**config.mk**
```make
export PLATFORM = sky130hd
export DESIGN_NAME = periodic_irq_divider
export DESIGN_NICKNAME = d
export VERILOG_FILES = /design/src/rtl/periodic_irq_divider.sv
export SDC_FILE = /design/constraint.sdc
export NUM_CORES = 1
export LEC_CHECK = 0
export ABC_AREA = 1
export BUFFER_PORTS_ARGS = -buffer_cell sky130_fd_sc_hd__buf_2
export CORE_MARGIN = 2
export CORE_UTILIZATION = 35
export DETAILED_ROUTE_END_ITERATION = 8
export SLEW_MARGIN = 5
export SYNTH_ARGS = -nofsm -noshare
export SYNTH_HDL_FRONTEND = slang
export SYNTH_SLANG_ARGS = --single-unit
```
**constraint.sdc**
```tcl
create_clock -name clk_i -period 2.4 [get_ports clk_i]
set_input_delay 0.12 -clock clk_i [delete_from_list [all_inputs] [get_ports clk_i]]
set_output_delay 0.12 -clock clk_i [all_outputs]
set_load 0.005 [all_outputs]
```
**src/rtl/periodic_irq_divider.sv**
```systemverilog
module periodic_irq_divider #(
  parameter int CNT_W = 16
) (
  input  logic       clk_i,
  input  logic       rst_ni,
  input  logic       tick32k_i,
  input  logic [3:0] rate_i,
  input  logic       pie_en_i,
  input  logic       sqw_en_i,
  input  logic       ack_i,
  output logic       irq_o,
  output logic       pf_o,
  output logic       irqf_o,
  output logic       sqw_o
);

  logic [CNT_W-1:0] phase_q;
  logic [CNT_W-1:0] phase_nx;
  logic [CNT_W-1:0] mask;
  logic [3:0]       eff_code;
  logic             run;
  logic             hit;
  logic             pf_q, irqf_q, sqw_q;

  assign eff_code = (rate_i == 4'd1 || rate_i == 4'd2) ? rate_i + 4'd7 : rate_i;
  assign mask     = (CNT_W'(1) << (eff_code - 4'd1)) - CNT_W'(1);
  assign run      = (rate_i != 4'd0) && (pie_en_i || sqw_en_i);
  assign phase_nx = phase_q + CNT_W'(1);
  assign hit      = tick32k_i && run && ((phase_nx & mask) == '0);

  always_ff @(posedge clk_i or negedge rst_ni) begin
    if (!rst_ni) begin
      phase_q <= '0;
      pf_q    <= 1'b0;
      irqf_q  <= 1'b0;
      sqw_q   <= 1'b0;
    end else begin
      if (tick32k_i) phase_q <= phase_nx;
      if (hit && pie_en_i) begin
        pf_q   <= 1'b1;
        irqf_q <= 1'b1;
      end else if (ack_i) begin
        pf_q   <= 1'b0;
        irqf_q <= 1'b0;
      end
      sqw_q <= hit && sqw_en_i;
    end
  end

  assign pf_o   = pf_q;
  assign irqf_o = irqf_q;
  assign irq_o  = irqf_q;
  assign sqw_o  = sqw_q;

  AST_ZERO_RATE_QUIET: assert property (@(posedge clk_i) disable iff (!rst_ni)
    (rate_i == 4'd0) |=> !sqw_o);
  AST_PF_NEEDS_ENABLE: assert property (@(posedge clk_i) disable iff (!rst_ni)
    (!pf_o && !pie_en_i) |=> !pf_o);
  AST_FLAG_STICKY: assert property (@(posedge clk_i) disable iff (!rst_ni)
    (pf_o && !ack_i) |=> pf_o);
  AST_ACK_CLEARS: assert property (@(posedge clk_i) disable iff (!rst_ni)
    (ack_i && !tick32k_i) |=> (!pf_o && !irq_o));
  AST_PULSE_SINGLE: assert property (@(posedge clk_i) disable iff (!rst_ni)
    sqw_o |=> !sqw_o);
  AST_NO_ENABLE_QUIET: assert property (@(posedge clk_i) disable iff (!rst_ni)
    (!pie_en_i && !sqw_en_i) |=> (!sqw_o && $stable(pf_o) || !pf_o));
  AST_NO_STROBE_QUIET: assert property (@(posedge clk_i) disable iff (!rst_ni)
    (!tick32k_i && !pf_o) |=> (!sqw_o && !pf_o));

endmodule

```
==> results.md, run 1 <==
- Status: finished clean
- R2R setup slack: 0.25 ns
- Most frequent CP cell: nand2_1
- Yosys warnings: 0
- Pre-CTS setup slack: -0.0967 ns
- Worst r2r src: phase_q[0]
- Synth cell types: 29
- Gpl congestion: 0.832
- Inserted Clock Buffers: 3
- Most frequent cell after synthesis: nand2_1
- Simple logic cell fraction of the synthesized area: 44.9%
- Worst-Skew Late Latency: 0.26 ns
- Max FO, Critical Path: 3
- Mux cell area share after synthesis: 0%
- Synth top area share: 24.6%
- TritonCTS clock tree: built
- Post-Synth Adder-Cell Area: 4.11%
- Number of DRC markers in iteration 0: 67
- Die H: 76.3 um
- Compound-Gate Fraction of Synth Area: 8.08%
- Initial antenna violation count: 0
- Pwr/cell area: 556 nW/um^2
- Final setup viols: 0
- Crit-path cells: buf_2, inv_1, ha_1, inv_1, nand3_1, nand2_1, nand2_1, nor2_1, nand2_1, ha_1, inv_1, a21oi_1, o21ai_0, a211oi_1, nand2_1, nor2_1, nand3_1, nor2_2, nand3_1, nand2_1
- Clk sinks: 18
- Setup TNS: 0 ns
- Die area: 5820 sq um
- Tot Pwr: 0.00118 W
- Vias per inst: 4.56
- CP Capture Type: flip-flop
- Synth async-reset ratio: 100%
- Post-DR wirelength/cell: 10.8 um
- XOR/XNOR share of the synthesized area: 7.19%
- Leakage power: 1.10 nW
- Syn nets: 292
- Area added between synthesis and finish: 16.2%
- Max Fclk: 0.459 GHz
- Share of cells above drive strength 1: 23.0%
- Placed Cells: 364
- Port Buffer Count: 13
- Skew final: 0.00367 ns
- FF+latch count, synth: 18
- Core ar.: 5070 sq um
- Register area: 450 sq um
- Primary FF master, synth: dfrtp_1
- Worst R2R Path Depth: 15
- Pins Over Slew Limit: 0
- Hold Path Class: in2reg
- Cell area after synthesis: 1830 sq um
- Syn Area/Cell: 6.62 sq um
- Gr usage total: 14.8%
- DPL Wire Length: 3.36 mm
- Synth top area cells: dfrtp_1 25%, nand2_1 14%, nand3_1 9.6%, inv_1 8.4%, xor2_1 7.2%
- Reg clk slew, reported paths: 0.07 ns
- Maximum Capacitance Violations: 0
- Setup CP Type: in2reg
- CP Launch Type: primary input
- Post-synth top cells: 66 x nand2_1, 41 x inv_1, 35 x nand3_1
- Final hold violations: 0
- # fillers: 559
- Worst Path Arrival: 2.38 ns
- Worst reg2reg path endpoint: irq_o
- Critical path required time: 2.60 ns
- Hold path endpoint: sqw_o
- Min cycle time layout: 2.18 ns
- Design area: 2120 sq um
- Hold path depth: 3
- Area leader, netlist: dfrtp_1
- CP Depth: 20
- Seq/Total Area, Yosys: 24.6%
- HP Start: sqw_en_i
- DRC: 0
- First-pass GRT wire length: 7.11 mm
- Starting Density: 36.0%
- Final WS setup: 0.219 ns
- Chip Width: 76.3 um
- Unrepaired setup endpoints after global routing: false
- Routed Antenna Nets: 0
- CTS max path bufs: 2
- Worst VDD drop: 343 uV
- Period Utilization, post-route: 90.9%
- Crit path buffers/inverters: 4
- I/O pin cnt: 14
- Vias in the first global route: 1577
- CP delay by family, top: simple AND/OR/NAND/NOR gates
- Layout Cells excl Fill: 370
- Grt total ovfl: 0
- Multi-input gate area: 1200 sq um
- Clock root cell: clkbuf_8
- FP Rows: 26
- CP max-delay cell: ha_1
- Synth Instances: 276
- Placed cell area: 2030 sq um
- Largest net degree at the start of global routing: 28
- Slowest stage delay, CP: 0.31 ns
- Post-synth EDFFs: 0
- Routed WL: 4.00 mm
- Largest family of logic cells by synthesized area: simple AND/OR/NAND/NOR gates
- Drt first pass iters: 4
- H-tree lvl count: 1
- Total Nets Final: 317
- Routed vias: 1687
- # diodes: 0
## where the power goes
| group | internal, W | leakage [nW] | switching (W) |
|---|---|---|---|
| sequential | 0.000377 | 0.237 | 0.0000534 |
| clock | 0.000146 | 0.0288 | 0.000105 |
| combinational | 0.000184 | 0.831 | 0.000316 |
| total | 0.000707 | 1.10 | 0.000474 |
## stage by stage
stage | util, % | hold slack (ns)
after global routing | 41.9 | 0.103
after CTS | 41.3 | 0.0865
after floorplan | - | -0.176
after detailed placement | 40.0 | 0.0741
after global placement | 40.0 | 0.0768
final | 41.9 | 0.0820
## state kept, by name (all words and copies together), names as in the netlist
signal,flops
irq_o,1
phase_q,16
sqw_o,1
## how the worst max path moves through the flow
stage / slack, ns / startpoint / to
2_1_floorplan: 0.19 / rate_i[0] / sqw_o
3_3_place_gp: -0.03 / rate_i[0] / irq_o
3_5_place_dp: -0.1 / rate_i[0] / irq_o
4_1_cts: 0.08 / phase_q[0] / irq_o
5_1_grt: 0.003 / rate_i[0] / sqw_o
6_report: 0.22 / rate_i[0] / irq_o
## worst reg2reg max path, delay by kind of cell, from the launching register on
kind,cells,cell delay [ns]
DFF,1,0.39
and+or+nand+nor,10,1.08
xor gates and xnor gates,1,0.17
AOI/OAI and AO/OA,1,0.12
buffers and inverters,3,0.29
## final cells by class
| type | count | share of cell area (%) |
|---|---|---|
| Sequential cell | 18 | 21.2 |
| Inverter | 46 | 8.13 |
| Timing Repair Buffer | 25 | 7.42 |
| Clock buffer | 4 | 2.59 |
| Tap cell | 70 | 4.12 |
| Multi-Input combinational cell | 207 | 56.5 |
## cell families after synthesis
group	Yosys count
compound gates	24
xor+xnor	15
fa+ha+maj	6
buf+inv	51
flops	18
other cells	1
simple gates	161
## routing by layer
metal  share of wire (%)  vias to the layer above  GRT usage [%]  wire [um]
met5                   0                        -              0          0
met4                 1.8                        0           4.36         71
met3                 2.7                        7           1.18        106
met2                  45                       24           23.9       1810
met1                  50                      744           21.3       2010
li1                    -                      912              -          -
## layout by cell type, fill, tap and decap left out, types with 2 or more instances in the layout
cell,instances
clkbuf_8,4
a21oi_1,3
nand3_1,35
buf_4,11
ha_1,6
nand2_2,9
nor2_4,4
inv_2,5
nor2_2,9
nor2_1,18
o21ai_0,17
nand4_1,2
nand3_2,6
inv_1,41
xor2_1,15
nor3_1,5
nand2_1,65
dfrtp_1,18
buf_2,13
## what timing repair did
action	CTS	global route
setup buffers	0	1
hold endpoints to repair	18	0
hold buffers	1	0
resized for setup	0	4
endpoints found under the setup margin	0	2
Power figures use the tool's default switching activity.
==> run 2: changes to the inputs <==
Settings changed: CELL_PAD_IN_SITES_DETAIL_PLACEMENT set to 0, CELL_PAD_IN_SITES_GLOBAL_PLACEMENT set to 1, PLACE_DENSITY_LB_ADDON set to 0.1.
==> run 2 against run 1 <==
  * Worst setup slack lost 0.011 ns
  * First-iteration DRC count is the same
  * Via count grew 3.9%
  * Clock power is essentially flat
  * Flip-flop and latch count is the same
  * Sequential power is essentially flat
  * Global-route usage grew 1.0 points
  * Clock-buffer cell count is the same
  * Combinational power grew 9.4%
  * Largest cell class unchanged
  * Largest power group unchanged
==> results.md, run 2 (same netlist as run 1, synthesis figures left out) <==
- Min cycle time layout: 2.19 ns (was 2.18 ns)
- Status: finished clean (unchanged)
- Max Fclk: 0.456 GHz (was 0.459 GHz)
- CTS max path bufs: 2 (unchanged)
- Worst-Skew Late Latency: 0.25 ns (was 0.26 ns)
- HP Start: sqw_en_i (unchanged)
- Pins Over Slew Limit: 0 (unchanged)
- Hold Path Class: in2reg (unchanged)
- Clock root cell: clkbuf_8 (unchanged)
- Commonest non-fill, non-tap cell in the layout: nand2_1 (unchanged)
- CP Capture Type: flip-flop (unchanged)
- Inserted Clock Buffers: 3 (unchanged)
- Final Util: 45.3% (was 41.9%)
- Final WS setup: 0.208 ns (was 0.219 ns)
- H-tree lvl count: 1 (unchanged)
- Die H: 76.3 um (unchanged)
- Final hold violations: 0 (unchanged)
- Gr usage total: 15.8% (was 14.8%)
- I/O pin cnt: 14 (unchanged)
- Pre-CTS setup slack: -0.169 ns (was -0.0967 ns)
- Critical path required time: 2.58 ns (was 2.60 ns)
- First-pass GRT wire length: 7.56 mm (was 7.11 mm)
- TritonCTS clock tree: built (unchanged)
- Post-DR wirelength/cell: 11.5 um (was 10.8 um)
- Port Buffer Count: 13 (unchanged)
- Setup TNS: 0 ns (unchanged)
- Setup CP Type: in2reg (unchanged)
- Gpl congestion: 0.869 (was 0.832)
- Tot Pwr: 0.00123 W (was 0.00118 W)
- Area added between synthesis and finish: 25.8% (was 16.2%)
- Routed WL: 4.48 mm (was 4.00 mm)
- Leakage power: 1.17 nW (was 1.10 nW)
- Clk sinks: 18 (unchanged)
- # diodes: 0 (unchanged)
- Routed vias: 1752 (was 1687)
- Die area: 5820 sq um (unchanged)
- Placed cell area: 2150 sq um (was 2030 sq um)
- Worst VDD drop: 404 uV (was 343 uV)
- Drt first pass iters: 4 (unchanged)
- Maximum Capacitance Violations: 0 (unchanged)
- Top reg by flops: phase_q (unchanged)
- Grt total ovfl: 0 (unchanged)
- Starting Density: 36.0% (unchanged)
- Chip Width: 76.3 um (unchanged)
- Multi-input gate area: 1230 sq um (was 1200 sq um)
- Register area: 450 sq um (unchanged)
- Vias in the first global route: 1660 (was 1577)
- DPL Wire Length: 3.69 mm (was 3.36 mm)
- Reg clk slew, reported paths: 0.07 ns (about the same)
- CP Launch Type: primary input (unchanged)
- Skew final: 0.00178 ns (was 0.00367 ns)
- Number of DRC markers in iteration 0: 67 (unchanged)
- Period Utilization, post-route: 91.3% (was 90.9%)
- FP Rows: 26 (unchanged)
- Routed Antenna Nets: 0 (unchanged)
- Core ar.: 5070 sq um (unchanged)
- Initial antenna violation count: 0 (unchanged)
- Worst Path Arrival: 2.38 ns (about the same)
- Worst r2r src: phase_q[0] (unchanged)
- Max FFs per register: 16 (unchanged)
- Final setup viols: 0 (unchanged)
- Largest net degree at the start of global routing: 28 (unchanged)
- Total Nets Final: 336 (was 317)
- Max FO, Critical Path: 4 (was 3)
- Design area: 2300 sq um (was 2120 sq um)
- Share of cells above drive strength 1: 30.4% (was 23.0%)
- # fillers: 567 (was 559)
- DRC: 0 (unchanged)
- Vias per inst: 4.50 (was 4.56)
- Pwr/cell area: 533 nW/um^2 (was 556 nW/um^2)
- Most frequent cells in the layout: 63 x nand2_1, 39 x inv_1, 35 x nand3_1, 32 x buf_4, 18 x dfrtp_1 (was 65 x nand2_1, 41 x inv_1, 35 x nand3_1, 18 x nor2_1, 18 x dfrtp_1)
- Crit path launch: rate_i[0] (unchanged)
-- run 2: cell types whose count changed in the layout (fill, tap and decap cells not counted), sizes merged --
cell and change:
buf +19
-- run 2: per-stage QoR --
step	hold WS, ns	std cells
after CTS	0.0890	385
after floorplan	-0.176	276
after global placement	0.0837	380
after detailed placement	0.0864	380
final	0.0914	389
after global routing	0.104	389
-- run 2: path summary, 6_finish.rpt --
kind	end	slack [ns]	cells after the start
max in group asynchronous	phase_q[15]	1.77	2
min in group asynchronous	phase_q[0]	0.33	2
worst max-delay path	sqw_o	0.21	22
worst max register to register	sqw_o	0.32	12
worst min register to register	phase_q[0]	0.51	1
worst min-delay path	sqw_o	0.09	3
-- run 2: cell type report --
type / count / share of cell area (%)
clock buffers: 4 / 2.39
inverters: 46 / 7.51
multi-input cells: 207 / 53.4
flip-flops and latches: 18 / 19.6
well taps: 70 / 3.81
repair buffers: 44 / 13.3
-- run 2: critical path, stage by stage --
cell and delay (ns):
buf_4 0.10, inv_2 0.04, ha_1 0.19, inv_1 0.07
nand2_2 0.08, nand2_2 0.10, nand2_2 0.05, nand2_1 0.08
nand2_1 0.07, nor2_2 0.14, nand2_2 0.10, ha_4 0.27
inv_1 0.04, a21oi_2 0.10, o21ai_1 0.08, a211oi_2 0.19
nand2_1 0.08, nor2_2 0.09, nand3_1 0.09, nor2_2 0.13
nand2_1 0.06, nor2_1 0.10
-- run 2: where the power goes --
group          total, W  switching (W)  internal, W  leakage (nW)
combinational  0.000547       0.000336     0.000212         0.909
clock          0.000247       0.000102     0.000146        0.0288
sequential     0.000431      0.0000542     0.000377         0.237
-- run 2: per-layer routing --
metal  part of all wire (%)  routed length, um  up-vias  track usage, %
li1                       -                  -      957               -
met1                     49               2220      776            22.6
met2                     47               2120       13            25.7
met3                    2.0                 89        6            1.30
met4                    1.3                 59        0            4.55
met5                      0                  0        -               0
-- run 2: what timing repair did --
item / 4_1_cts / 5_1_grt
buffers inserted: 0 / 4
endpoints found under the setup margin: 0 / 2
hold endpoints to repair: 18 / 0
resized for setup: 0 / 16
hold buffers: 1 / 0
